## src/rtl/i2s_tx_pkg.sv

```systemverilog
package i2s_tx_pkg;
  localparam int WORD_W = 32;
  localparam int IDX_W  = $clog2(WORD_W);
  localparam int CNT_W  = IDX_W + 1;

  typedef enum logic [1:0] {
    WID_8   = 2'b00,
    WID_16  = 2'b01,
    WID_RSV = 2'b10,
    WID_32  = 2'b11
  } width_e;

  // reserved code falls back to 16
  function automatic logic [CNT_W-1:0] slot_bits(input logic [1:0] code);
    case (code)
      WID_8:   slot_bits = CNT_W'(WORD_W / 4);
      WID_32:  slot_bits = CNT_W'(WORD_W);
      default: slot_bits = CNT_W'(WORD_W / 2);
    endcase
  endfunction
endpackage

```

## src/rtl/i2s_tx_fifo.sv

```systemverilog
module i2s_tx_fifo #(
  parameter int DW    = 32,
  parameter int DEPTH = 8,
  localparam int AW   = $clog2(DEPTH),
  localparam int LW   = $clog2(DEPTH + 1)
) (
  input  logic          clk_i,
  input  logic          rst_ni,
  input  logic          clr_i,
  input  logic          wr_i,
  input  logic [DW-1:0] wdata_i,
  input  logic          pop_i,
  output logic [DW-1:0] head_o,
  output logic [LW-1:0] level_o,
  output logic          full_o,
  output logic          empty_o,
  output logic          ovf_o
);
  logic [DW-1:0] mem_q [DEPTH];
  logic [AW-1:0] rd_ptr_q, wr_ptr_q;
  logic [LW-1:0] cnt_q;
  logic          push, pop;

  function automatic logic [AW-1:0] ptr_inc(input logic [AW-1:0] p);
    ptr_inc = (p == AW'(DEPTH - 1)) ? '0 : p + AW'(1);
  endfunction

  assign full_o  = (cnt_q == LW'(DEPTH));
  assign empty_o = (cnt_q == '0);
  assign level_o = cnt_q;
  assign head_o  = mem_q[rd_ptr_q];
  assign push    = wr_i && !full_o && !clr_i;
  assign pop     = pop_i && !empty_o && !clr_i;

  always_ff @(posedge clk_i) begin
    if (push) mem_q[wr_ptr_q] <= wdata_i;
  end

  always_ff @(posedge clk_i or negedge rst_ni) begin
    if (!rst_ni) begin
      rd_ptr_q <= '0;
      wr_ptr_q <= '0;
      cnt_q    <= '0;
      ovf_o    <= 1'b0;
    end else if (clr_i) begin
      rd_ptr_q <= '0;
      wr_ptr_q <= '0;
      cnt_q    <= '0;
      ovf_o    <= 1'b0;
    end else begin
      if (push) wr_ptr_q <= ptr_inc(wr_ptr_q);
      if (pop)  rd_ptr_q <= ptr_inc(rd_ptr_q);
      cnt_q <= cnt_q + LW'(push) - LW'(pop);
      if (wr_i && full_o) ovf_o <= 1'b1;
    end
  end

  AST_LEVEL_BOUND: assert property (@(posedge clk_i) disable iff (!rst_ni)
    cnt_q <= LW'(DEPTH));
  AST_POP_NONEMPTY: assert property (@(posedge clk_i) disable iff (!rst_ni)
    pop_i |-> !empty_o);
  AST_OVF_STICKY: assert property (@(posedge clk_i) disable iff (!rst_ni)
    ovf_o && !clr_i |=> ovf_o);
  AST_FULL_DROP: assert property (@(posedge clk_i) disable iff (!rst_ni)
    full_o && wr_i && !pop_i && !clr_i |=> full_o && ovf_o);
  AST_CLR_EMPTY: assert property (@(posedge clk_i) disable iff (!rst_ni)
    clr_i |=> empty_o && !ovf_o);
endmodule

```

## src/rtl/i2s_tx_unpack.sv

```systemverilog
module i2s_tx_unpack
  import i2s_tx_pkg::*;
(
  input  logic [WORD_W-1:0] word_i,
  input  logic [1:0]        width_i,
  input  logic              mono_i,
  output logic [WORD_W-1:0] left_o,
  output logic [WORD_W-1:0] right_o,
  output logic              two_words_o
);
  localparam int QW = WORD_W / 4;
  localparam int HW = WORD_W / 2;

  always_comb begin
    two_words_o = 1'b0;
    case (width_i)
      WID_8: begin
        left_o  = {{(WORD_W-QW){1'b0}}, word_i[QW-1:0]};
        right_o = mono_i ? left_o : {{(WORD_W-QW){1'b0}}, word_i[2*QW-1:QW]};
      end
      WID_32: begin
        left_o      = word_i;
        right_o     = mono_i ? word_i : '0; // stereo right arrives in the next word
        two_words_o = !mono_i;
      end
      default: begin
        left_o  = {{(WORD_W-HW){1'b0}}, word_i[HW-1:0]};
        right_o = mono_i ? left_o : {{(WORD_W-HW){1'b0}}, word_i[WORD_W-1:HW]};
      end
    endcase
  end
endmodule

```

## src/rtl/i2s_tx_ser.sv

```systemverilog
module i2s_tx_ser
  import i2s_tx_pkg::*;
(
  input  logic              clk_i,
  input  logic              rst_ni,
  input  logic              clr_i,
  input  logic              stop_i,
  input  logic              mute_i,
  input  logic              tick_i,
  input  logic [1:0]        width_i,
  input  logic              mono_i,
  input  logic [WORD_W-1:0] head_i,
  input  logic              empty_i,
  input  logic              have2_i,
  output logic              pop_o,
  output logic              sd_o,
  output logic              ws_o
);
  logic              ch_q, live_q, mono_q;
  logic [IDX_W-1:0]  k_q;
  logic [1:0]        wcode_q;
  logic [WORD_W-1:0] left_q, right_q;

  logic              frame_start, right32_start, avail, two_words, last, cur_bit;
  logic [1:0]        wcode;
  logic [CNT_W-1:0]  nbits;
  logic [IDX_W-1:0]  idx;
  logic [WORD_W-1:0] u_left, u_right, slot_val;

  i2s_tx_unpack u_unpack (
    .word_i      (head_i),
    .width_i     (width_i),
    .mono_i      (mono_i),
    .left_o      (u_left),
    .right_o     (u_right),
    .two_words_o (two_words)
  );

  always_comb begin
    frame_start   = !ch_q && (k_q == '0);
    right32_start = ch_q && (k_q == '0) && live_q && (wcode_q == WID_32) && !mono_q;
    avail         = two_words ? have2_i : !empty_i;
    wcode         = frame_start ? width_i : wcode_q;
    nbits         = slot_bits(wcode);
    idx           = IDX_W'(nbits - CNT_W'(1) - {1'b0, k_q});
    last          = (k_q == IDX_W'(nbits - CNT_W'(1)));
    if (frame_start)        slot_val = avail ? u_left : '0;
    else if (right32_start) slot_val = head_i;
    else if (ch_q)          slot_val = right_q;
    else                    slot_val = left_q;
    cur_bit = slot_val[idx];
    pop_o   = tick_i && !stop_i && !clr_i && ((frame_start && avail) || right32_start);
  end

  always_ff @(posedge clk_i or negedge rst_ni) begin
    if (!rst_ni) begin
      ch_q    <= 1'b0;
      k_q     <= '0;
      live_q  <= 1'b0;
      mono_q  <= 1'b0;
      wcode_q <= WID_16;
      left_q  <= '0;
      right_q <= '0;
      sd_o    <= 1'b0;
      ws_o    <= 1'b0;
    end else if (clr_i || stop_i) begin
      ch_q   <= 1'b0;
      k_q    <= '0;
      live_q <= 1'b0;
      sd_o   <= 1'b0;
      ws_o   <= 1'b0;
    end else if (tick_i) begin
      if (frame_start) begin
        wcode_q <= width_i;
        mono_q  <= mono_i;
        live_q  <= avail;
        left_q  <= avail ? u_left : '0;
        right_q <= avail ? u_right : '0;
      end
      if (right32_start) right_q <= head_i;
      sd_o <= cur_bit && !mute_i;
      // ws reflects the channel of the bit the next tick drives
      if (last) begin
        k_q  <= '0;
        ch_q <= !ch_q;
        ws_o <= !ch_q;
      end else begin
        k_q  <= k_q + IDX_W'(1);
        ws_o <= ch_q;
      end
    end
  end

  AST_HOLD_NO_TICK: assert property (@(posedge clk_i) disable iff (!rst_ni)
    !tick_i && !stop_i && !clr_i |=> $stable(sd_o) && $stable(ws_o));
  AST_STOP_IDLE: assert property (@(posedge clk_i) disable iff (!rst_ni)
    stop_i |=> !sd_o && !ws_o);
  AST_MUTE_ZERO: assert property (@(posedge clk_i) disable iff (!rst_ni)
    tick_i && mute_i |=> !sd_o);
  AST_NO_POP_IDLE: assert property (@(posedge clk_i) disable iff (!rst_ni)
    !tick_i |-> !pop_o);
endmodule

```

## src/rtl/i2s_tx_fmt.sv

```systemverilog
module i2s_tx_fmt #(
  parameter int DEPTH = 8,
  localparam int LW   = $clog2(DEPTH + 1)
) (
  input  logic          clk_i,
  input  logic          rst_ni,
  input  logic          wr_en_i,
  input  logic [31:0]   wr_data_i,
  output logic          full_o,
  output logic [LW-1:0] level_o,
  output logic          ovf_o,
  input  logic [1:0]    width_i,
  input  logic          mono_i,
  input  logic          stop_i,
  input  logic          clr_i,
  input  logic          mute_i,
  input  logic          bclk_en_i,
  output logic          sd_o,
  output logic          ws_o
);
  import i2s_tx_pkg::*;

  logic [WORD_W-1:0] head;
  logic              pop, empty, have2;

  assign have2 = (level_o >= LW'(2));

  i2s_tx_fifo #(.DW(WORD_W), .DEPTH(DEPTH)) u_fifo (
    .clk_i   (clk_i),
    .rst_ni  (rst_ni),
    .clr_i   (clr_i),
    .wr_i    (wr_en_i),
    .wdata_i (wr_data_i),
    .pop_i   (pop),
    .head_o  (head),
    .level_o (level_o),
    .full_o  (full_o),
    .empty_o (empty),
    .ovf_o   (ovf_o)
  );

  i2s_tx_ser u_ser (
    .clk_i   (clk_i),
    .rst_ni  (rst_ni),
    .clr_i   (clr_i),
    .stop_i  (stop_i),
    .mute_i  (mute_i),
    .tick_i  (bclk_en_i),
    .width_i (width_i),
    .mono_i  (mono_i),
    .head_i  (head),
    .empty_i (empty),
    .have2_i (have2),
    .pop_o   (pop),
    .sd_o    (sd_o),
    .ws_o    (ws_o)
  );
endmodule

```

## config.mk

```make
export PLATFORM = sky130hd
export DESIGN_NAME = i2s_tx_fmt
export DESIGN_NICKNAME = d
export VERILOG_FILES = /design/src/rtl/i2s_tx_pkg.sv /design/src/rtl/i2s_tx_fifo.sv /design/src/rtl/i2s_tx_unpack.sv /design/src/rtl/i2s_tx_ser.sv /design/src/rtl/i2s_tx_fmt.sv
export SDC_FILE = /design/constraint.sdc
export NUM_CORES = 1
export LEC_CHECK = 0
export ABC_AREA = 0
export BUFFER_PORTS_ARGS = -buffer_cell sky130_fd_sc_hd__buf_2
export CORE_MARGIN = 3
export CORE_UTILIZATION = 56
export DETAILED_ROUTE_END_ITERATION = 10
export GPL_ROUTABILITY_DRIVEN = 0
export PLACE_DENSITY = 0.86
export SLEW_MARGIN = 10
export SYNTH_ARGS = -nofsm -noshare
export SYNTH_HDL_FRONTEND = slang
export SYNTH_SLANG_ARGS = --single-unit
```

## constraint.sdc

```tcl
create_clock -name clk_i -period 4 [get_ports clk_i]
set_input_delay 0.8 -clock clk_i [delete_from_list [all_inputs] [get_ports clk_i]]
set_output_delay 0.8 -clock clk_i [all_outputs]
set_load 0.01 [all_outputs]
```

Word level (Yosys, flattened, before mapping)
Memories as Yosys holds them, arrays and structs flattened.
Cells that the tools add are included.
- add/subtract/negate cells: 7
- multipliers: 0
- div/mod/pow operators: 0
- magnitude comparators: 2
- eq/ne operators: 8
- shift operators: 0
- muxes and demuxes: 40
- bitwise logic cells: 1
- reductions and logical operators: 40
- operators with widths (kind ; count):
    32-bit 2-to-1 mux ; 8
    32-bit case mux with 2 select lines ; 2
    3-bit 2-to-1 mux ; 6
    16-bit 2-to-1 mux ; 1
    1-bit logical AND ; 15
    1-bit 2-to-1 mux ; 15
    5-bit 2-to-1 mux ; 3
    2-bit nonzero test ; 6
    5-bit case mux with 2 select lines ; 1
    1-bit zero test ; 8
    8-bit 2-to-1 mux ; 1
    3-bit by 1-bit adder with 3-bit output, second input constant ; 2
    2-bit == test, second input constant ; 3
    3-bit == test, second input constant ; 2
    5-bit by 6-bit < comparator with 1-bit output, second input constant ; 1
    2-bit AND reduction ; 3
    3-bit AND reduction ; 2
    5-bit by 1-bit adder with 5-bit output, second input constant ; 1
    1-bit binary-select mux with 5-bit select ; 1
    5-bit == test ; 1
    5-bit zero test ; 1
    5-bit by 1-bit subtractor with 5-bit output, second input constant ; 1
    5-bit subtractor ; 1
    4-bit by 1-bit adder with 4-bit output ; 1
    10 further kinds ; 12
- register bits: 86
- bits in latches: 0
- memory bits (writable): 256
- ROM bits: 0
- output and inout port bits: 8
- word-level logic and storage cells: 111
- memories kept: 1
- memories (memory ; depth ; bits a word ; rd ports ; clocked after memory_dff ; wr ports ; RTL line ; source):
    u_fifo.mem_q ; 8 ; 32 ; 1 ; 0 ; 1 ; i2s_tx_fifo.sv:19 ; logic [DW-1:0] mem_q [DEPTH];

Logic depth before layout (Yosys ltp)
Gate-level depths: netlist of run 1.
- depth in word-level cells: 12
- mapped depth: 17

By module
Synthesis of run 1 repeated with hierarchy kept, for this count alone.
- cells, all modules: 1111
- area total of the unflattened synthesis: 15750.1 um^2
- by module, submodules not included (module ; times used ; cells each ; area each (um^2)):
    i2s_tx_fifo ; 1 ; 449 ; 10331.2
    i2s_tx_ser ; 1 ; 560 ; 4675.7
    i2s_tx_unpack ; 1 ; 101 ; 737.0
    i2s_tx_fmt ; 1 ; 1 ; 6.3

Least setup slack after synthesis of run 1
OpenSTA, ideal clock, no wires.
- path kind: flip-flop to flip-flop
- start: register u_fifo.cnt_q[2] (netlist: u_fifo.level_o[2])
- end: memory u_fifo.mem_q[0][0], enable pin
- setup time: 0.461 ns
- arrival time: 3.747 ns
- required time: 3.539 ns
- path slack: -0.208 ns
- stages on the path, launching flop included: 8
- path buffers: 1
- period minus slack after synthesis: 4.208 ns
- path through: dfrtp_1 > inv_1 > ha_1 > and3_1 > nand2b_1 > clkbuf_1 > or3_1 > nor3_1
- cells in the longest elaborated chain, start to end: 6
- RTL lines (what ; RTL line ; source):
    from (decl) ; i2s_tx_fifo.sv:21 ; logic [LW-1:0] cnt_q;
    from (signal assigned) ; i2s_tx_fifo.sv:53 ; cnt_q <= cnt_q + LW'(push) - LW'(pop);
    4-bit == test ; i2s_tx_fifo.sv:28 ; assign full_o = (cnt_q == LW'(DEPTH));
    named net full_o ; i2s_tx_fmt.sv:9 ; output logic full_o,
    1-bit zero test ; i2s_tx_fifo.sv:32 ; assign push = wr_i && !full_o && !clr_i;
    1-bit logical AND (2 in series) ; i2s_tx_fifo.sv:32 ;
    1-bit 2-to-1 mux ; i2s_tx_fifo.sv:36 ; if (push) mem_q[wr_ptr_q] <= wdata_i;
    1-bit 2-to-1 mux (not written as such) ; i2s_tx_fifo.sv:36 ;
    to (decl) ; i2s_tx_fifo.sv:19 ;
The timed path passes the listed nets, and every way through them passes these cells.

Worst setup path after layout of run 1
- start: register u_ser.k_q[1]
- end: register u_fifo.cnt_q[1] (netlist: u_fifo.level_o[1])
- cells in the longest elaborated chain, start to end: 11
- elaborated cells between the ends (all ways): 13
- those cells by class: add/sub (1); mux (1); reduce/logical (11)
- RTL lines (what ; RTL line ; source):
    from (decl) ; i2s_tx_ser.sv:20 ; logic [IDX_W-1:0] k_q;
    from (signal assigned) ; i2s_tx_ser.sv:88 ; k_q <= k_q + IDX_W'(1);
    5-bit zero test (*) ; i2s_tx_ser.sv:40, i2s_tx_ser.sv:41 ;
    1-bit logical AND (4 in series) ; i2s_tx_ser.sv:41 ; right32_start = ch_q && (k_q == '0) && live_q && (wcode_q == WID_32) && !mono_q;
    1-bit logical OR (*) ; i2s_tx_ser.sv:52 ; pop_o = tick_i && !stop_i && !clr_i && ((frame_start && avail) || right32_start);
    1-bit logical AND (*) ; i2s_tx_ser.sv:52 ;
    1-bit logical AND (*) (2 in series) ; i2s_tx_fifo.sv:33 ; assign pop = pop_i && !empty_o && !clr_i;
    4-bit by 1-bit subtractor with 4-bit output (*) ; i2s_tx_fifo.sv:53 ;
    4-bit 2-to-1 mux (*) ; i2s_tx_fifo.sv:45 ; end else if (clr_i) begin
Mark *: on every way between the ends. The rest lies on a longest branch, timed or not.
A chain may end at the register's enable or synchronous reset.

==> results.txt, run 1 <==
status = completed
share of layout cells above drive strength 1 = 20.7%
syn avg cell area = 15.3 um^2
Worst path slowest cell = or4b_4
largest net degree at the start of global routing = 72
crit-path cells = clkinv_1 -> ha_1 -> or4b_4 -> a21oi_2 -> nand3_1 -> nor2_2 -> ha_1 -> inv_1 -> ha_1 -> fa_1 -> nor2b_1
Die Ht = 168 um
synthesized instance count = 959
nets@finish = 1086
synthesis-stage register bit count = 342
antenna diode count = 0
met1 WL = 12700 um
unrepaired setup endpoints after global routing = false
initial antenna violation count = 0
final worst-path cycle share = 94.1%
Place WS = 0.318 ns
largest area contributor in the netlist = edfxtp_1
fin cells = 1385
Avg WL per Cell = 24.8 um
Comb pwr share = 15.0%
CP Class = reg2reg
Slew Limit Fails = 0
Post-Route Hold Slack = 0.432 ns
Post-DRT Antenna Nets = 0
Slowest Stage Delay on Critical Path = 0.59 ns
Initial Util = 57.6%
final period demand of the worst path = 3.76 ns
met2 routed WL = 16600 um
final setup violation count = 0
Worst EP required = 4.39 ns
first-pass GRT wire length = 52800 um
Static Leak = 5.73 nW
Synth async-reset ratio = 25.1%
Slew HR = 22.4%
overall power = 0.00854 W
Final Hold Vio Count = 0
share of the synthesized area in the top cell type = 52.5%
critical path arrival = 4.15 ns
Clock Tree Buf Depth = 3
total track usage = 24.4%
Max VDD drop = 0.000431 V
hold crit path type = in2async
number of max-cap violations = 0
CTS tree = done
Top FF cell, synth = edfxtp_1
CTS Root Cell = clkbuf_16
library cells used by synthesis = 71
final WL = 34300 um
share of power burned in registers = 49.1%
vias = 9155
clock sinks = 342
crit path max fanout = 13
dpl hpwl = 20600 um
Int Pwr = 0.00632 W
Post-synth EDFFs = 256
GR Overflow Total = 0
H-tree lvl count = 2
1st-iter DRT viols = 1317
drt via density = 6.61
area delta synth->final = 12.4%
Die Area = 0.0281 mm^2
endpoint class of the critical path = flip-flop
DR DRC count = 0
Boundary Pins = 50
power per cell area = 519 mW/mm^2
crit-path most repeated cell = ha_1
metal3 WL = 3610 um
clock network power share = 35.8%
Synth area leaders = edfxtp_1, dfrtp_1, mux4_2, mux2i_1, nand2_1
Worst-path clk slew = 0.06 ns
worst slew pin tran = 1.16 ns
port bufs = 49
Setup Skew = 0.0135 ns
core area = 0.0254 mm^2
final worst slack = 0.237 ns
vias in the first global route = 9185
Net Count, Synth = 1017
mapped cell area = 0.0146 mm^2
placed insts = 1319
setup TNS = 0 ns
CTS buffer count = 35
die width = 168 um
sequential element share of the synthesized area = 67.2%
Net Switching = 0.00222 W
Max Clk Rate = 266 MHz
Synthesis Warnings = 0
CP startpoint kind = flip-flop
Hold-fix buffers, CTS = 0
Switching Fraction = 26.0%
std cell rows = 58
R2R Setup Slk = 0.24 ns
worst skew pair latency = 0.51 ns
highest routed layer = met4
Pre-antenna DRT Iters = 8
==> state kept, by name, summed over array words and instances, names as in the netlist, 2 cells and up <==
name,cells
u_ser.left_q,32
u_ser.right_q,32
u_ser.k_q,5
u_fifo.wr_ptr_q,3
u_fifo.level_o,4
u_fifo.mem_q,256
u_ser.wcode_q,2
u_fifo.rd_ptr_q,3
==> final timing paths <==
check / startpoint / cells past startpoint / end
worst max-delay path: u_ser.k_q[1]$_DFFE_PN0P_ / 11 / u_fifo.level_o[1]$_DFF_PN0_
worst min-delay path: rst_ni / 1 / u_fifo.wr_ptr_q[2]$_DFFE_PN0P_
worst max register to register: u_ser.k_q[1]$_DFFE_PN0P_ / 11 / u_fifo.level_o[1]$_DFF_PN0_
worst min register to register: u_ser.left_q[28]$_DFFE_PN0P_ / 2 / u_ser.left_q[28]$_DFFE_PN0P_
max in group asynchronous: rst_ni / 2 / u_ser.right_q[31]$_DFFE_PN0P_
min in group clk_i: u_ser.left_q[28]$_DFFE_PN0P_ / 2 / u_ser.left_q[28]$_DFFE_PN0P_
==> synthesized netlist by cell type (2+ instances only) <==
library cell  instances
a221oi_1              2
a21o_1                5
a22oi_1              16
o21a_1                6
nand4b_1              2
o31ai_1               5
ha_1                 15
a311o_1               3
o21ai_1               2
and2_1                3
nor2_1               55
nand2_1              93
buf_1                 2
a2111oi_0             2
xor2_1                3
clkbuf_1             27
nand3_1              15
nor4_1                5
a21oi_1              35
nand2b_1              7
o21ai_0              60
nor2b_1              10
a211oi_1              8
buf_6                 6
o211ai_1              2
xnor2_1               4
mux4_2               54
a311oi_1              3
o22ai_1               2
or3_1                 2
mux2i_1              44
edfxtp_1            256
buf_4                 5
o221ai_1             10
a31oi_1               5
o2111ai_1             2
dfrtp_1              85
clkinv_1              3
and3_1                2
mux4_1                2
a22o_1               24
buf_2                13
nor3_1               10
inv_1                10
mux2_2                8
==> cells by family (layout without fill, tap and decap cells) <==
family	Yosys count	in the layout	share of synthesized area (%)
DFF	342	342	67.2
and+or+nand+nor	214	214	6.76
AOI/OAI and AO/OA	205	205	9.52
muxes	108	108	12.3
buffers and inverters	67	163	2.34
adders and majority gates	16	16	1.42
xor gates and xnor gates	7	7	0.419
==> metal layers <==
| layer | vias to the layer above | global-route usage, % |
|---|---|---|
| met5 | - | 0 |
| met4 | 0 | 10.0 |
| li1 | 3886 | - |
| met3 | 123 | 6.16 |
| met1 | 4579 | 32.8 |
| met2 | 567 | 38.6 |
==> through the flow <==
step	util (%)	cell area (um^2)
3_5_place_dp	60.4	15300
2_1_floorplan	-	14600
6_report	64.8	16500
3_3_place_gp	60.4	15300
5_1_grt	64.8	16500
4_1_cts	64.7	16400
==> worst max-delay path, delay by kind of cell (launching register included) <==
kind            cells  cell delay, ns
compound gates      1            0.36
fa+ha+maj           4            1.12
buf+inv             2            0.31
flops               1            0.55
simple gates        4            1.30
==> power by group through the flow <==
stage / registers (W) / logic [W] / clock network (W)
2_1_floorplan: 0.00421 / 0.000828 / 0
3_3_place_gp: 0.00424 / 0.00119 / 0
3_5_place_dp: 0.00426 / 0.00124 / 0
4_1_cts: 0.00419 / 0.00127 / 0.00310
5_1_grt: 0.00422 / 0.00138 / 0.00326
6_report: 0.00420 / 0.00129 / 0.00306
==> cells in the final DEF (no fill, tap or decap), types with 7 or more instances in the layout <==
master	n
a211oi_1	8
a21oi_1	35
a22o_1	24
a22oi_1	16
buf_2	48
buf_4	37
clkbuf_1	9
clkbuf_16	36
clkinv_1	10
dfrtp_1	82
edfxtp_1	256
ha_1	15
inv_1	10
mux2_2	8
mux2i_1	44
mux4_2	54
nand2_1	93
nand2b_1	7
nand3_1	15
nor2_1	49
nor2b_1	10
nor3_1	8
o21ai_0	60
o221ai_1	10
==> area by class of cell <==
class	count	area (um^2)
Clock buffer	47	962
Multi-Input combinational cell	550	4520
Sequential cell	342	9850
Inverter	13	48.8
Clock inverter	17	124
Fill cell	1739	8950
Timing Repair Buffer	86	538
Tap cell	330	413
==> repair_timing <==
action / 4_1_cts / 5_1_grt
endpoints found under the setup margin: 0 / 1
setup buffers: 0 / 2
resized for setup: 0 / 0
Power figures use the tool's default switching activity.
==> run 2, diff against run 1 <==
- BUFFER_PORTS_ARGS: -buffer_cell sky130_fd_sc_hd__buf_2 -> default
- CORE_UTILIZATION: 56 -> 57
- DONT_BUFFER_PORTS: default -> 1
- PLACE_DENSITY: 0.86 -> default
- PLACE_DENSITY_LB_ADDON: default -> 0.15
==> results.txt, run 2 (synthesis gave the netlist of run 1 again) <==
Die Area = 0.0276 mm^2 (-1.7%)
nets@finish = 1039 (-4.3%)
vias = 8674 (-5.3%)
Worst path slowest cell = or4b_4
CP startpoint kind = flip-flop
metal3 WL = 2620 um (-27%)
Max VDD drop = 0.000392 V (-8.9%)
Crit. Startpoint = u_ser.k_q[1]$_DFFE_PN0P_
Post-Layout Inst Area = 0.0163 mm^2 (-1.2%)
critical path arrival = 3.91 ns (-0.24 ns)
largest net degree at the start of global routing = 86 (+19%)
delay-heaviest family, CP = simple AND/OR/NAND/NOR gates
vias in the first global route = 8646 (-5.9%)
crit-path most repeated cell = ha_1
met1 WL = 14500 um (+14%)
first-pass GRT wire length = 52900 um (+0.17%)
final WL = 33700 um (-1.7%)
Final Hold Vio Count = 0 (unchanged)
final period demand of the worst path = 3.53 ns (-0.235 ns)
Boundary Pins = 50 (unchanged)
R2R Path Start = u_ser.k_q[1]$_DFFE_PN0P_
reg-to-reg endpoint = u_fifo.level_o[3]$_DFF_PN0_
dpl hpwl = 20700 um (+0.41%)
1st-iter DRT viols = 1054 (-20%)
final setup violation count = 0 (unchanged)
H-tree lvl count = 2 (unchanged)
worst skew pair latency = 0.51 ns (about the same)
Max Clk Rate = 283 MHz (+6.7%)
most frequent cells in the layout = edfxtp_1, nand2_1, dfrtp_1, o21ai_0, mux4_2
commonest non-fill, non-tap cell in the layout = edfxtp_1
postcts setup bufs = 0 (unchanged)
met2 routed WL = 15500 um (-6.6%)
status = completed
Clock Tree Buf Depth = 3 (unchanged)
unrepaired setup endpoints after global routing = false
overall power = 0.00848 W (-0.70%)
Slowest Stage Delay on Critical Path = 0.60 ns (about the same)
WP buf/inv = 3 (+1)
CTS tree = done
Worst EP required = 4.39 ns (about the same)
Reg2Reg Depth = 14 (+3)
Resized cells post-CTS = 0 (unchanged)
final worst-path cycle share = 88.2% (-5.9 points)
Slew Limit Fails = 0 (unchanged)
highest routed layer = met4
clock sinks = 342 (unchanged)
GR Overflow Total = 0 (unchanged)
area delta synth->final = 11.1%
hold crit path type = in2async
power per cell area = 522 mW/mm^2 (+0.46%)
Pre-antenna DRT Iters = 5 (-3)
Crit path depth = 14 (+3)
Post-DRT Antenna Nets = 0 (unchanged)
endpoint class of the critical path = flip-flop
antenna diode count = 0 (unchanged)
std cell rows = 58 (unchanged)
worst slew pin tran = 1.10 ns (-0.0664 ns)
Reg with most FFs = u_fifo.mem_q
CTS Root Cell = clkbuf_16
final worst slack = 0.472 ns (+0.235 ns)
Die Ht = 166 um (-0.85%)
Place WS = 0.518 ns (+0.200 ns)
placed inst area = 0.0151 mm^2 (-1.3%)
CP Class = reg2reg
crit-path cells = clkinv_1 -> ha_1 -> or4b_4 -> a21oi_2 -> buf_4 -> nand3_1 -> nor2_2 -> ha_1 -> inv_1 -> ha_1 -> a21o_1 -> a21oi_1 -> xnor2_1 -> nor2_1
share of layout cells above drive strength 1 = 16.7% (-3.9 points)
Largest register FFs = 256 (unchanged)
termination of the worst setup path = u_fifo.level_o[3]$_DFF_PN0_
number of max-cap violations = 0 (unchanged)
setup TNS = 0 ns (unchanged)
R2R Setup Slk = 0.47 ns (+0.24 ns)
Setup Skew = 0.0168 ns (+0.00333 ns)
DR DRC count = 0 (unchanged)
crit path max fanout = 13 (unchanged)
initial antenna violation count = 0 (unchanged)
total track usage = 24.8% (+0.41 points)
port bufs = 0 (-100%)
die width = 166 um (-0.85%)
drt via density = 6.50 (-1.7%)
CTS buffer count = 36 (+2.9%)
Slew HR = 26.0% (+3.7 points)
Avg WL per Cell = 25.3 um (+2.0%)
Top Registers = u_fifo.mem_q x256, u_ser.left_q x32, u_ser.right_q x32
Hold-fix buffers, CTS = 1 (+1)
Static Leak = 5.54 nW (-3.3%)
core area = 0.0252 mm^2 (-0.86%)
Worst-path clk slew = 0.06 ns (about the same)
Initial Util = 58.1% (+0.50 points)
[run 2: cell types whose count changed in the layout (fill, tap and decap cells not counted), sizes merged]
cell      previous run  this run
clkinv              18        12
inv                 11        12
clkbuf              47        48
bufinv               1         2
clkinvlp             0         1
buf                 86        38
[run 2: final cells by class]
| type | instances | area (um^2) |
|---|---|---|
| fillers | 1794 | 8920 |
| inverters | 13 | 48.8 |
| repair buffers | 38 | 343 |
| multi-input cells | 550 | 4520 |
| flip-flops and latches | 342 | 9850 |
| well taps | 330 | 413 |
| clock inverters | 14 | 133 |
| clock buffers | 48 | 956 |
[run 2: metrics by stage]
stage	std cells	hold slack (ns)	util [%]
6_report	1335	0.143	64.6
5_1_grt	1335	0.124	64.6
4_1_cts	1335	0.126	64.6
3_5_place_dp	1272	0.462	60.1
3_3_place_gp	1272	0.461	60.1
2_1_floorplan	959	0.442	-
[run 2: power breakdown]
group / internal, W / leakage [nW] / switching, W / total, W
registers: 0.00405 / 3.47 / 0.000148 / 0.00420
logic: 0.000471 / 1.54 / 0.000704 / 0.00118
clock network: 0.00181 / 0.528 / 0.00129 / 0.00311
[run 2: worst min-delay path by stage]
stage / startpoint / end / depth (start not counted) / slack (ns)
detailed placement: u_ser.left_q[4]$_DFFE_PN0P_ / u_ser.left_q[4]$_DFFE_PN0P_ / 2 / 0.46
floorplan: u_ser.left_q[4]$_DFFE_PN0P_ / u_ser.left_q[4]$_DFFE_PN0P_ / 2 / 0.44
CTS: rst_ni / u_ser.wcode_q[0]$_DFFE_PN1P_ / 0 / 0.13
global route: rst_ni / u_ser.wcode_q[0]$_DFFE_PN1P_ / 0 / 0.12
global placement: u_ser.left_q[4]$_DFFE_PN0P_ / u_ser.left_q[4]$_DFFE_PN0P_ / 2 / 0.46
finish: rst_ni / u_ser.wcode_q[0]$_DFFE_PN1P_ / 0 / 0.14
[run 2: routing by layer]
layer  track usage (%)  vias up
met5                 0        -
met4              8.32        0
met3              5.07       73
met2              37.1      375
met1              37.1     4439
li1                  -     3787
==> run 3, diff against run 2 <==
- CORE_MARGIN: 3 -> default
- CORE_UTILIZATION: 57 -> 38
==> results.txt, run 3 (synthesis gave the netlist of run 1 again) <==
1st-iter DRT viols = 629 (-40%)
dpl hpwl = 22200 um (+7.3%)
Post-DRT Antenna Nets = 0 (unchanged)
initial antenna violation count = 0 (unchanged)
first-pass GRT wire length = 55200 um (+4.3%)
Comb pwr share = 13.6% (-0.2 points)
clock network power share = 39.2% (+2.6 points)
Resized cells post-CTS = 0 (unchanged)
Slew HR = 34.7% (+8.7 points)
worst skew pair latency = 0.55 ns (+0.04 ns)
power per cell area = 535 mW/mm^2 (+2.6%)
core area = 0.0378 mm^2 (+50%)
port bufs = 0 (unchanged)
largest net degree at the start of global routing = 86 (unchanged)
DR DRC count = 0 (unchanged)
Setup Skew = 0.0254 ns (+0.00853 ns)
CTS Root Cell = clkbuf_16
number of max-cap violations = 0 (unchanged)
share of power burned in registers = 47.2% (-2.3 points)
unrepaired setup endpoints after global routing = false
Int Pwr = 0.00662 W (+4.5%)
crit path max fanout = 13 (unchanged)
setup TNS = 0 ns (unchanged)
commonest non-fill, non-tap cell in the layout = edfxtp_1
critical path arrival = 3.91 ns (about the same)
GR Overflow Total = 0 (unchanged)
Reg2Reg Depth = 13 (-1)
total track usage = 19.2% (-5.6 points)
placed inst area = 0.0154 mm^2 (+1.7%)
Boundary Pins = 50 (unchanged)
vias in the first global route = 8544 (-1.2%)
Static Leak = 5.64 nW (+1.8%)
met2 Use GR = 29.6% (-7.5 points)
Worst EP required = 4.45 ns (+0.06 ns)
nets@finish = 1047 (+0.77%)
Switching Fraction = 25.8% (+0.47 points)
R2R Setup Slk = 0.54 ns (+0.07 ns)
final setup violation count = 0 (unchanged)
CTS tree = done
Worst-path clk slew = 0.06 ns (about the same)
Avg WL per Cell = 23.9 um (-5.6%)
Initial Util = 38.8% (-19 points)
std cell rows = 71 (+22%)
status = completed
met3 usage = 3.66% (-1.4 points)
clock sinks = 342 (unchanged)
GRT busiest layer = met2
reg-to-reg endpoint = u_fifo.level_o[1]$_DFF_PN0_
Die Ht = 198 um (+19%)
vias = 8433 (-2.8%)
Max VDD drop = 0.000292 V (-26%)
hold crit path type = in2async
H-tree lvl count = 2 (unchanged)
worst slew pin tran = 0.969 ns (-0.129 ns)
final WL = 36400 um (+8.0%)
area delta synth->final = 13.9%
termination of the worst setup path = u_fifo.level_o[1]$_DFF_PN0_
Post-Layout Inst Area = 0.0167 mm^2 (+2.5%)
Final Hold Vio Count = 0 (unchanged)
Largest register FFs = 256 (unchanged)
CP Class = reg2reg
endpoint class of the critical path = flip-flop
Top Registers = u_fifo.mem_q x256, u_ser.left_q x32, u_ser.right_q x32
fillers = 3352 (+87%)
Pre-antenna DRT Iters = 6 (+1)
CTS buffer count = 38 (+5.6%)
grt met1 use = 27.2% (-10 points)
share of layout cells above drive strength 1 = 17.7% (+1.0 points)
final period demand of the worst path = 3.46 ns (-0.0678 ns)
Crit. Startpoint = u_ser.k_q[1]$_DFFE_PN0P_
Slew Limit Fails = 0 (unchanged)
R2R Path Start = u_ser.k_q[1]$_DFFE_PN0P_
most frequent cells in the layout = edfxtp_1, nand2_1, dfrtp_1, o21ai_0, mux4_2
Reg with most FFs = u_fifo.mem_q
Net Switching = 0.00230 W (+7.1%)
Hold-fix buffers, CTS = 1 (unchanged)
antenna diode count = 0 (unchanged)
final worst-path cycle share = 86.5% (-1.7 points)
drt via density = 5.52 (-15%)
Die Area = 0.0393 mm^2 (+42%)
Clock Tree Buf Depth = 3 (unchanged)
CP startpoint kind = flip-flop
Max Clk Rate = 289 MHz (+2.0%)
die width = 198 um (+19%)
postcts setup bufs = 0 (unchanged)
[run 3: cell types whose count changed in the layout (fill, tap and decap cells not counted)]
cell       delta
bufinv_16     +2
buf_12        -1
inv_16        +1
clkinv_1      -1
clkbuf_16     +3
inv_6         -1
buf_4         +7
clkinv_2      +2
inv_4         -1
[run 3: worst min path at each step]
stage	start	to	slack, ns	cells after the start
6_report	rst_ni	u_ser.wcode_q[0]$_DFFE_PN1P_	0.08	0
2_1_floorplan	u_ser.left_q[4]$_DFFE_PN0P_	u_ser.left_q[4]$_DFFE_PN0P_	0.44	2
3_3_place_gp	u_ser.right_q[9]$_DFFE_PN0P_	u_ser.right_q[9]$_DFFE_PN0P_	0.46	2
5_1_grt	rst_ni	u_ser.wcode_q[0]$_DFFE_PN1P_	0.06	0
3_5_place_dp	u_ser.right_q[9]$_DFFE_PN0P_	u_ser.right_q[9]$_DFFE_PN0P_	0.46	2
4_1_cts	rst_ni	u_ser.wcode_q[0]$_DFFE_PN1P_	0.05	0
[run 3: per-layer routing]
layer / vias up / wire (um)
met2: 216 / 17000
li1: 3808 / -
met1: 4349 / 16700
met3: 60 / 1890
met5: - / 0
met4: 0 / 862
[run 3: critical path, stage by stage, from the launching register on]
cell	delay [ns]
dfrtp_1	0.53
clkinv_1	0.24
ha_1	0.19
or4b_4	0.59
nor3_4	0.21
nor2_1	0.05
nand2_1	0.06
a21oi_1	0.07
nor2_2	0.34
ha_1	0.31
inv_1	0.06
ha_1	0.18
fa_1	0.40
nor2b_1	0.13
[run 3: cell type report]
type	instances	area, um^2	area share, %
sequential	342	9850	59.1
multi-input combinational	550	4520	27.1
clock buffer	51	1030	6.19
tap	511	639	3.84
timing repair buffer	44	375	2.25
clock inverter	16	204	1.22
inverter	13	48.8	0.293
[run 3: metrics by stage]
| stage | power (W) | hold WS [ns] | setup slack (ns) | instances | utilization [%] |
|---|---|---|---|---|---|
| 4_1_cts | 0.00903 | 0.0526 | 0.563 | 1527 | 44.1 |
| 2_1_floorplan | 0.00504 | 0.442 | 0.649 | 959 | - |
| 5_1_grt | 0.00929 | 0.0649 | 0.314 | 1527 | 44.1 |
| 3_5_place_dp | 0.00548 | 0.463 | 0.529 | 1459 | 40.8 |
| 6_report | 0.00892 | 0.0832 | 0.540 | 1527 | 44.1 |
| 3_3_place_gp | 0.00548 | 0.459 | 0.591 | 1459 | 40.8 |
[run 3: power by group through the flow]
stage	Clock (W)	Sequential (W)	Combinational (W)
2_1_floorplan	0	0.00421	0.000828
3_3_place_gp	0	0.00428	0.00120
3_5_place_dp	0	0.00428	0.00120
4_1_cts	0.00359	0.00421	0.00122
5_1_grt	0.00372	0.00424	0.00133
6_report	0.00350	0.00421	0.00121
